### src/rtl/pa_pkg.sv
package pa_pkg;
  // Position of the next accepted index within the triangle being gathered
  typedef enum logic [1:0] {
    CORNER_A = 2'd0,
    CORNER_B = 2'd1,
    CORNER_C = 2'd2
  } corner_e;
endpackage

### src/rtl/pa_vcache.sv
module pa_vcache #(
  parameter int IDX_W  = 16,
  parameter int VTX_W  = 32,
  parameter int SLOTS  = 16,
  parameter int REF_W  = 4,
  localparam int SLOT_W = $clog2(SLOTS)
) (
  input  logic                        clk,
  input  logic                        rst,
  input  logic [IDX_W-1:0]            lk_idx,
  output logic                        lk_hit,
  output logic [SLOT_W-1:0]           lk_slot,
  output logic [SLOT_W-1:0]           vic_slot,
  output logic                        vic_free,
  input  logic                        alloc_en,
  input  logic                        skip_en,
  input  logic                        ref_en,
  input  logic [SLOT_W-1:0]           ref_slot,
  input  logic                        rel_en,
  input  logic [2:0][SLOT_W-1:0]      rel_slot,
  input  logic                        fill_en,
  input  logic [SLOT_W-1:0]           fill_slot,
  input  logic [VTX_W-1:0]            fill_data,
  input  logic [2:0][SLOT_W-1:0]      rd_slot,
  output logic [2:0][VTX_W-1:0]       rd_data,
  output logic [2:0]                  rd_rdy
);
  logic [IDX_W-1:0] tag_q [SLOTS];
  logic [REF_W-1:0] rc_q  [SLOTS];
  logic [REF_W-1:0] inc_v [SLOTS];
  logic [REF_W-1:0] dec_v [SLOTS];
  logic [VTX_W-1:0] mem   [SLOTS];
  logic [SLOTS-1:0] val_q, rdy_q;
  logic [SLOT_W-1:0] ptr_q;

  // Tag compare across all entries; dedup keeps at most one match
  always_comb begin
    lk_hit  = 1'b0;
    lk_slot = '0;
    for (int s = 0; s < SLOTS; s++) begin
      if (val_q[s] && tag_q[s] == lk_idx) begin
        lk_hit  = 1'b1;
        lk_slot = SLOT_W'(s);
      end
    end
  end

  assign vic_slot = ptr_q;
  assign vic_free = (rc_q[ptr_q] == '0);

  // Reference counts: one per corner that names the slot
  always_comb begin
    for (int s = 0; s < SLOTS; s++) begin
      inc_v[s] = REF_W'(ref_en && ref_slot == SLOT_W'(s));
      dec_v[s] = '0;
      for (int k = 0; k < 3; k++)
        dec_v[s] = dec_v[s] + REF_W'(rel_en && rel_slot[k] == SLOT_W'(s));
    end
  end

  always_ff @(posedge clk) begin
    if (rst) begin
      ptr_q <= '0;
      val_q <= '0;
      rdy_q <= '0;
      for (int s = 0; s < SLOTS; s++) begin
        rc_q[s]  <= '0;
        tag_q[s] <= '0;
      end
    end else begin
      for (int s = 0; s < SLOTS; s++) begin
        rc_q[s] <= rc_q[s] + inc_v[s] - dec_v[s];
        if (alloc_en && ptr_q == SLOT_W'(s)) begin
          val_q[s] <= 1'b1;
          rdy_q[s] <= 1'b0;
          tag_q[s] <= lk_idx;
        end else if (fill_en && fill_slot == SLOT_W'(s)) begin
          rdy_q[s] <= 1'b1;
        end
      end
      if (alloc_en || skip_en)
        ptr_q <= (ptr_q == SLOT_W'(SLOTS-1)) ? '0 : ptr_q + 1'b1;
    end
  end

  // Vertex storage: single write port, no reset
  always_ff @(posedge clk) begin
    if (fill_en) mem[fill_slot] <= fill_data;
  end

  generate
    for (genvar k = 0; k < 3; k++) begin : g_rd
      assign rd_data[k] = mem[rd_slot[k]];
      assign rd_rdy[k]  = rdy_q[rd_slot[k]];
    end
  endgenerate
endmodule

### src/rtl/pa_pend_fifo.sv
module pa_pend_fifo #(
  parameter int W     = 12,
  parameter int DEPTH = 4,
  localparam int PTR_W = $clog2(DEPTH),
  localparam int CNT_W = $clog2(DEPTH+1)
) (
  input  logic             clk,
  input  logic             rst,
  input  logic             push,
  input  logic [W-1:0]     push_data,
  input  logic             pop,
  output logic [W-1:0]     head_data,
  output logic             not_empty,
  output logic [CNT_W-1:0] count
);
  logic [W-1:0]     mem [DEPTH];
  logic [PTR_W-1:0] wr_q, rd_q;

  function automatic logic [PTR_W-1:0] bump(input logic [PTR_W-1:0] p);
    return (p == PTR_W'(DEPTH-1)) ? '0 : p + 1'b1;
  endfunction

  always_ff @(posedge clk) begin
    if (rst) begin
      wr_q  <= '0;
      rd_q  <= '0;
      count <= '0;
    end else begin
      if (push) wr_q <= bump(wr_q);
      if (pop)  rd_q <= bump(rd_q);
      count <= count + CNT_W'(push) - CNT_W'(pop);
    end
  end

  always_ff @(posedge clk) begin
    if (push) mem[wr_q] <= push_data;
  end

  assign head_data = mem[rd_q];
  assign not_empty = (count != '0);
endmodule

### src/rtl/tri_vtx_assembler.sv
module tri_vtx_assembler #(
  parameter int IDX_W = 16,
  parameter int VTX_W = 32,
  parameter int SLOTS = 16,
  parameter int PEND  = 4,
  localparam int SLOT_W = $clog2(SLOTS),
  localparam int REF_W  = $clog2(3*PEND + 4),
  localparam int CNT_W  = $clog2(PEND + 1)
) (
  input  logic              clk,
  input  logic              rst,
  input  logic              idx_valid,
  output logic              idx_ready,
  input  logic [IDX_W-1:0]  idx_data,
  output logic              xf_req_valid,
  input  logic              xf_req_ready,
  output logic [IDX_W-1:0]  xf_req_index,
  output logic [SLOT_W-1:0] xf_req_tag,
  input  logic              xf_rsp_valid,
  input  logic [SLOT_W-1:0] xf_rsp_tag,
  input  logic [VTX_W-1:0]  xf_rsp_vertex,
  output logic              tri_valid,
  input  logic              tri_ready,
  output logic [VTX_W-1:0]  tri_v0,
  output logic [VTX_W-1:0]  tri_v1,
  output logic [VTX_W-1:0]  tri_v2
);
  import pa_pkg::*;

  logic                   lk_hit, vic_free;
  logic [SLOT_W-1:0]      lk_slot, vic_slot, cur_slot;
  logic [2:0][SLOT_W-1:0] head_slots;
  logic [2:0][VTX_W-1:0]  rd_data;
  logic [2:0]             rd_rdy;
  logic                   head_nz, head_ok, load_out;
  logic [CNT_W-1:0]       pend_cnt;
  logic                   space, req_free, accept, take_miss, skip_en, push;

  corner_e           corner_q;
  logic [SLOT_W-1:0] c0_q, c1_q;

  assign space     = (pend_cnt != CNT_W'(PEND));
  assign req_free  = !xf_req_valid || xf_req_ready;
  assign idx_ready = space && (lk_hit || (vic_free && req_free));
  assign accept    = idx_valid && idx_ready;
  assign take_miss = accept && !lk_hit;
  assign skip_en   = idx_valid && space && !lk_hit && !vic_free;
  assign cur_slot  = lk_hit ? lk_slot : vic_slot;
  assign push      = accept && (corner_q == CORNER_C);

  assign head_ok  = head_nz && (&rd_rdy);
  assign load_out = head_ok && (!tri_valid || tri_ready);

  pa_vcache #(
    .IDX_W(IDX_W), .VTX_W(VTX_W), .SLOTS(SLOTS), .REF_W(REF_W)
  ) u_cache (
    .clk(clk), .rst(rst),
    .lk_idx(idx_data), .lk_hit(lk_hit), .lk_slot(lk_slot),
    .vic_slot(vic_slot), .vic_free(vic_free),
    .alloc_en(take_miss), .skip_en(skip_en),
    .ref_en(accept), .ref_slot(cur_slot),
    .rel_en(load_out), .rel_slot(head_slots),
    .fill_en(xf_rsp_valid), .fill_slot(xf_rsp_tag), .fill_data(xf_rsp_vertex),
    .rd_slot(head_slots), .rd_data(rd_data), .rd_rdy(rd_rdy)
  );

  pa_pend_fifo #(
    .W(3*SLOT_W), .DEPTH(PEND)
  ) u_pend (
    .clk(clk), .rst(rst),
    .push(push), .push_data({c0_q, c1_q, cur_slot}),
    .pop(load_out), .head_data(head_slots),
    .not_empty(head_nz), .count(pend_cnt)
  );

  // Corner gathering
  always_ff @(posedge clk) begin
    if (rst) begin
      corner_q <= CORNER_A;
      c0_q     <= '0;
      c1_q     <= '0;
    end else if (accept) begin
      unique case (corner_q)
        CORNER_A: begin c0_q <= cur_slot; corner_q <= CORNER_B; end
        CORNER_B: begin c1_q <= cur_slot; corner_q <= CORNER_C; end
        default:  corner_q <= CORNER_A;
      endcase
    end
  end

  // Single outstanding-issue request register
  always_ff @(posedge clk) begin
    if (rst) begin
      xf_req_valid <= 1'b0;
      xf_req_index <= '0;
      xf_req_tag   <= '0;
    end else if (take_miss) begin
      xf_req_valid <= 1'b1;
      xf_req_index <= idx_data;
      xf_req_tag   <= vic_slot;
    end else if (xf_req_ready) begin
      xf_req_valid <= 1'b0;
    end
  end

  // Registered triangle output; data captured before slot release
  always_ff @(posedge clk) begin
    if (rst) begin
      tri_valid <= 1'b0;
      tri_v0    <= '0;
      tri_v1    <= '0;
      tri_v2    <= '0;
    end else if (load_out) begin
      tri_valid <= 1'b1;
      tri_v0    <= rd_data[2];
      tri_v1    <= rd_data[1];
      tri_v2    <= rd_data[0];
    end else if (tri_ready) begin
      tri_valid <= 1'b0;
    end
  end
endmodule

### config.mk
export PLATFORM = sky130hd
export DESIGN_NAME = tri_vtx_assembler
export DESIGN_NICKNAME = d
export VERILOG_FILES = /design/src/rtl/pa_pkg.sv /design/src/rtl/pa_vcache.sv /design/src/rtl/pa_pend_fifo.sv /design/src/rtl/tri_vtx_assembler.sv
export SDC_FILE = /design/constraint.sdc
export NUM_CORES = 2
export LEC_CHECK = 0
export BUFFER_PORTS_ARGS = -buffer_cell sky130_fd_sc_hd__buf_4
export CAP_MARGIN = 20
export CORE_ASPECT_RATIO = 1.2
export CORE_UTILIZATION = 50
export DETAILED_ROUTE_END_ITERATION = 7
export PLACE_DENSITY = 0.69
export SKIP_LAST_GASP = 1
export SYNTH_ARGS = -nofsm -noshare
export SYNTH_HDL_FRONTEND = slang
export SYNTH_SLANG_ARGS = --single-unit
### constraint.sdc
create_clock -name clk -period 5.53 [get_ports clk]
set_input_delay 0.553 -clock clk [delete_from_list [all_inputs] [get_ports clk]]
set_output_delay 0.553 -clock clk [all_outputs]
set_load 0.005 [all_outputs]
Yosys cells after proc, flatten, opt, wreduce, memory -nomap -nowiden
Memories as Yosys holds them, arrays and structs flattened. A register that Yosys moved wholly into a read port is not among the register bits.
Index checks and enable logic that the tools add are counted.
Cells by class
  add/sub/neg operators: 69
  $lt $le $gt $ge: 3
  equality and inequality tests: 111
  muxes and demuxes: 137
  bitwise gates (word level): 32
  reduce and logical (&&, ||, !) cells: 160
Operator list (count)
  $eq 16x16->1: 16
  $mux 16: 16
  $eq 4x4->1 const B: 48
  $add 4x1->4: 32
  $logic_and 1x1->1: 122
  $mux 4: 28
  $eq 4x3->1 const B: 24
  $mux 1: 79
  $sub 4x4->4: 16
  $eq 4x2->1 const B: 12
  $add 1x1->2: 16
  $or 1x1->1: 32
  $reduce_or 2->1: 16
  $logic_not 4->1: 7
  $eq 4x1->1 const B: 6
  $lt 4x5->1 const B: 3
  $bmux 1 s4: 3
  $mux 2: 6
  $mux 3: 4
  $eq 2x2->1 const B: 3
  $add 2x1->2 const B: 2
  $add 4x1->4 const B: 1
  $logic_not 1->1: 4
  $logic_or 1x1->1: 4
  10 further kinds: 12
Storage, ports and cells
  register bits after elaboration: 75
  memory bits (writable): 880
  input bits: 58
  output and inout port bits: 119
  word-level logic and storage cells: 559
  memories: 4
Memory list
  u_cache.mem: words 16, bits a word 32, rd ports 3, clocked after Yosys merged registers in 3, wr ports 1, line pa_vcache.sv:32  | logic [VTX_W-1:0] mem [SLOTS];
  u_cache.tag_q: words 16, bits a word 16, rd ports 16, clocked after Yosys merged registers in 0, wr ports 16, line pa_vcache.sv:28  | logic [IDX_W-1:0] tag_q [SLOTS];
  u_cache.rc_q: words 16, bits a word 4, rd ports 17, clocked after Yosys merged registers in 1, wr ports 16, line pa_vcache.sv:29  | logic [REF_W-1:0] rc_q [SLOTS];
  u_pend.mem: words 4, bits a word 12, rd ports 1, clocked after Yosys merged registers in 1, wr ports 1, line pa_pend_fifo.sv:16  | logic [W-1:0] mem [DEPTH];

Longest topological paths before layout
An unclocked memory read counts as a cell.
  word-level depth: 28
  mapped depth: 26
  depth with buffers taken out: 21

Hierarchy
A second synthesis with hierarchy kept.
Second synthesis, totals
  cell total of the unflattened synthesis: 3334
  area, all modules: 51501.9 sq um
By module, submodules not included
  pa_vcache: instances 1, cells each 2664, area each 44765.4 sq um, sequential area each 25144.1 sq um
  tri_vtx_assembler: instances 1, cells each 567, area each 4559.4 sq um, sequential area each 2562.5 sq um
  pa_pend_fifo: instances 1, cells each 103, area each 2177.1 sq um, sequential area each 1621.6 sq um

Worst setup path before layout
No wires, ideal clock.
  path type: register to register
  from: register with a tool-made name
  to: memory u_cache.rc_q[8][3]
  library setup time: 0.128 ns
  arrival time: 5.014 ns
  required time: 5.402 ns
  path slack: 0.389 ns
  stages on the path, launching flop included: 24
  buffers on the path: 4
  clock period less this slack: 5.141 ns
  cell sequence: dfxtp_1 buf_6 mux4_2 buf_6 mux2i_1 mux2i_1 nor3_1 nor4_1 nand4_1 or3b_1 buf_2 inv_2 buf_4 nand3_1 nor3_1 ha_1 fa_1 fa_1 inv_1 ha_1 fa_1 xnor2_1 xnor2_1 nor2_1
RTL lines (line)
  end: declaration: pa_vcache.sv:29

==> impl_results.md <==
* Crit path cell chain: mux4_4, mux2i_1, mux2i_1, nor3_1, nor4_1, nand4_1, or3b_4, or3_4, nor2_1, ha_1, fa_2, fa_1, inv_1, ha_1, fa_2, xnor2_2, xnor2_1, nor2_1
* Tmin final at 5.37 ns
* GPL Wtd Cong at 0.925
* Post-synth top cells: edfxtp_1, mux4_2, nor2_1
* Syn. warnings at 0
* Placed cell areas at 0.0558 mm^2
* Initial antenna violation count at 5
* Top post-synthesis cells by area: edfxtp_1, mux4_2, dfxtp_1
* Detailed placer's ending HPWL at 87200 um
* Cell area after synthesis at between 0.05 and 0.06 mm^2
* Library cells used by synthesis at just over 70
* Slew headroom at around a quarter
* CP Capture Type: flip-flop
* First-pass GRT wire length at around 210000 um
* CP Max Fanout at 8
* Clock Tree Root: clkbuf_16
* Fin. max-slew vios at 0
* Chip height at around 360 um
* Port bufs at roughly 180
* All-layer global routing usage at 27.0%
* Sequential area share after synthesis at 56.2%
* Vias in the first global route at roughly 32000
* TritonRoute pass-1 iters at 5
* Layout area overhead at 14.6%
* Post-synth top flop: edfxtp_1
* Final setup vio count at 0
* Gate Count Post-Synth at about 3400
* Critical Path RT at about 6.1 ns
* Min-delay src: xf_rsp_vertex[26]
* Number of DRC markers in iteration 0 at about 3500
* Largest net degree at the start of global routing at 136
* Final Power at ~18 mW
* CTS tree: yes
* Synth area leader: edfxtp_1
* Core area at ~0.10 mm^2
* Final Skew at 0.0721 ns
* H-tree level count at 3
* Worst Max-Slew Pin Slew at 1.13 ns
* Final #Nets at about 3800
* Leakage at 20.8 nW
* Post-DRT Antenna Nets at 0
* Residual DRC at 0
* Die ar. at 0.106 mm^2
* Mean Syn Cell Area at roughly 15 um^2
* CTS buffer count at approximately 110
* Max Buffers Root-to-Sink at 3
* IO Count at 177
* Worst-Skew Late Latency at roughly 0.74 ns
* Synth Register Bits at 1057
* Clock transition at path regs at 0.07 ns
* Number of synthesized flops with an enable pin at about 820
* Synthesized net count at around 3600
* Via count at 32300
* Via-per-instance ratio at approximately 6.3
* Top-count cell post-synth: edfxtp_1
* Detailed Route WL at 143000 um
* CP Class: flip-flop to flip-flop
* Total global routing overflow at 0
* Fillers at around 8000
* Peak supply drop at 0.264 mV
* Final Hold Violating Endpoints at 0
* R2R cell count at 18
* Arrival @ worst endpoint at ~6 ns
* Power Density at roughly 300 mW/mm^2
* RSZ-0062 raised after global routing: true
* Fmax at between 0.15 and 0.2 GHz
* Die extent in x at ~300 um
* Hold Path Sink: u_cache.mem[13][26]
* Post-synth ARST share at 0%
* RR Endpoint: u_cache.rc_q[14][3]
* Share of cells above drive strength 1 at between 20% and 30%
* R2R Setup Slk at between 0.15 and 0.2 ns
* Max-cap violation count at 0
* Fin crit share at just under 100%
* Initial Util at 50.5%
* Clk sinks at about 1100
* Max incr delay on CP at 0.76 ns
* Startpoint Class: flip-flop
* Cell Rows at roughly 130
* Wire per inst at between 20 and 30 um
* Slowest stage cell, crit path: mux4_4
* Design area at about 0.060 mm^2
* Worst hold path class: input port to flip-flop
* Post-route setup TNS at 0 ns
* Post-placement cell count at between 4000 and 5000
* Cts hold-fix bufs at 0
* Post-synth top area share at between 40% and 50%
* Worst hold stages at 1
* Fin cells at between 5000 and 6000
* Layout Utilization at between 50% and 60%
* Status: finished, final reports clean
==> worst max-delay path, delay by kind of cell, from the launching register on <==
kind	cells	cell delay, ns
flops	1	0.40
xor+xnor	2	0.29
simple gates	7	1.68
fa+ha+maj	5	1.72
buf+inv	1	0.04
mux	3	1.09
==> per-layer routing <==
| layer | track usage, % | routed length, um | vias up |
|---|---|---|---|
| li1 | - | - | 13700 |
| met3 | 4.23 | 12100 | 279 |
| met5 | 0 | 42 | - |
| met4 | 8.95 | 4490 | 6 |
| met1 | 36.8 | 55600 | 16700 |
| met2 | 44.6 | 70400 | 1656 |
==> worst max-delay path by stage <==
stage / to / slack [ns] / cells past startpoint
after global placement: u_cache.rc_q[2][3] / -0.12 / 20
after detailed placement: u_cache.rc_q[2][3] / -0.17 / 20
final: u_cache.rc_q[14][3] / 0.16 / 18
after global routing: u_cache.rc_q[8][3] / -0.07 / 20
after CTS: u_cache.rc_q[10][3] / 0.03 / 19
after floorplan: u_cache.rc_q[8][3] / 0.39 / 23
==> power by group <==
group	internal [mW]	switching (mW)	total [mW]
Combinational	0.560	0.759	1.32
Clock	4.43	3.20	7.63
Sequential	8.80	0.139	8.94
Total	13.8	4.10	17.9
==> cell families after synthesis <==
family	synth area share (%)
adders and majority gates	3.30
DFF	56.2
xor gates and xnor gates	4.87
and+or+nand+nor	7.04
muxes	21.6
buffers and inverters	3.17
AOI/OAI and AO/OA	3.78
==> timing repair <==
action	4_1_cts	5_1_grt
pin swaps	1	16
setup buffers	3	3
resized for setup	5	34
endpoints found under the setup margin	13	26
gates cloned	1	0
==> through the flow <==
| stage | hold WS [ns] | setup slack [ns] |
|---|---|---|
| 4_1_cts | 0.0771 | 0.0253 |
| 2_1_floorplan | 0.426 | 0.389 |
| 5_1_grt | 0.113 | -0.0718 |
| 6_report | 0.122 | 0.158 |
| 3_5_place_dp | 0.438 | -0.169 |
| 3_3_place_gp | 0.434 | -0.116 |
==> registers in the layout, summed over array words and instances (netlist names), 4 cells and up, named ones only <==
signal	flops
u_cache.mem	512
u_cache.tag_q	256
u_cache.rc_q	64
u_pend.mem	48
tri_v0	32
tri_v1	32
tri_v2	32
u_cache.rdy_q	16
u_cache.val_q	16
xf_req_index	16
c0_q	4
c1_q	4
u_cache.vic_slot	4
xf_req_tag	4
==> final cells by class <==
cell class,count,area (um^2),share of cell area (%)
timing repair buffer,358,3000,5.01
inverter,129,492,0.823
sequential,1057,29300,49.1
clock buffer,152,3150,5.28
antenna,3,7.51,0.0126
clock inverter,52,604,1.01
tap,1375,1720,2.88
multi-input combinational,1996,21500,35.9
==> layout by cell type (no fill, tap or decap), drive strengths merged, types with 81 or more instances in the layout <==
master	count
inv	136
clkbuf	152
dfxtp	241
edfxtp	816
xnor2	118
xor2	172
nor2	294
a21oi	91
nor2b	81
buf	358
nand2	194
mux4	463
(Power assumes the default switching activity.)
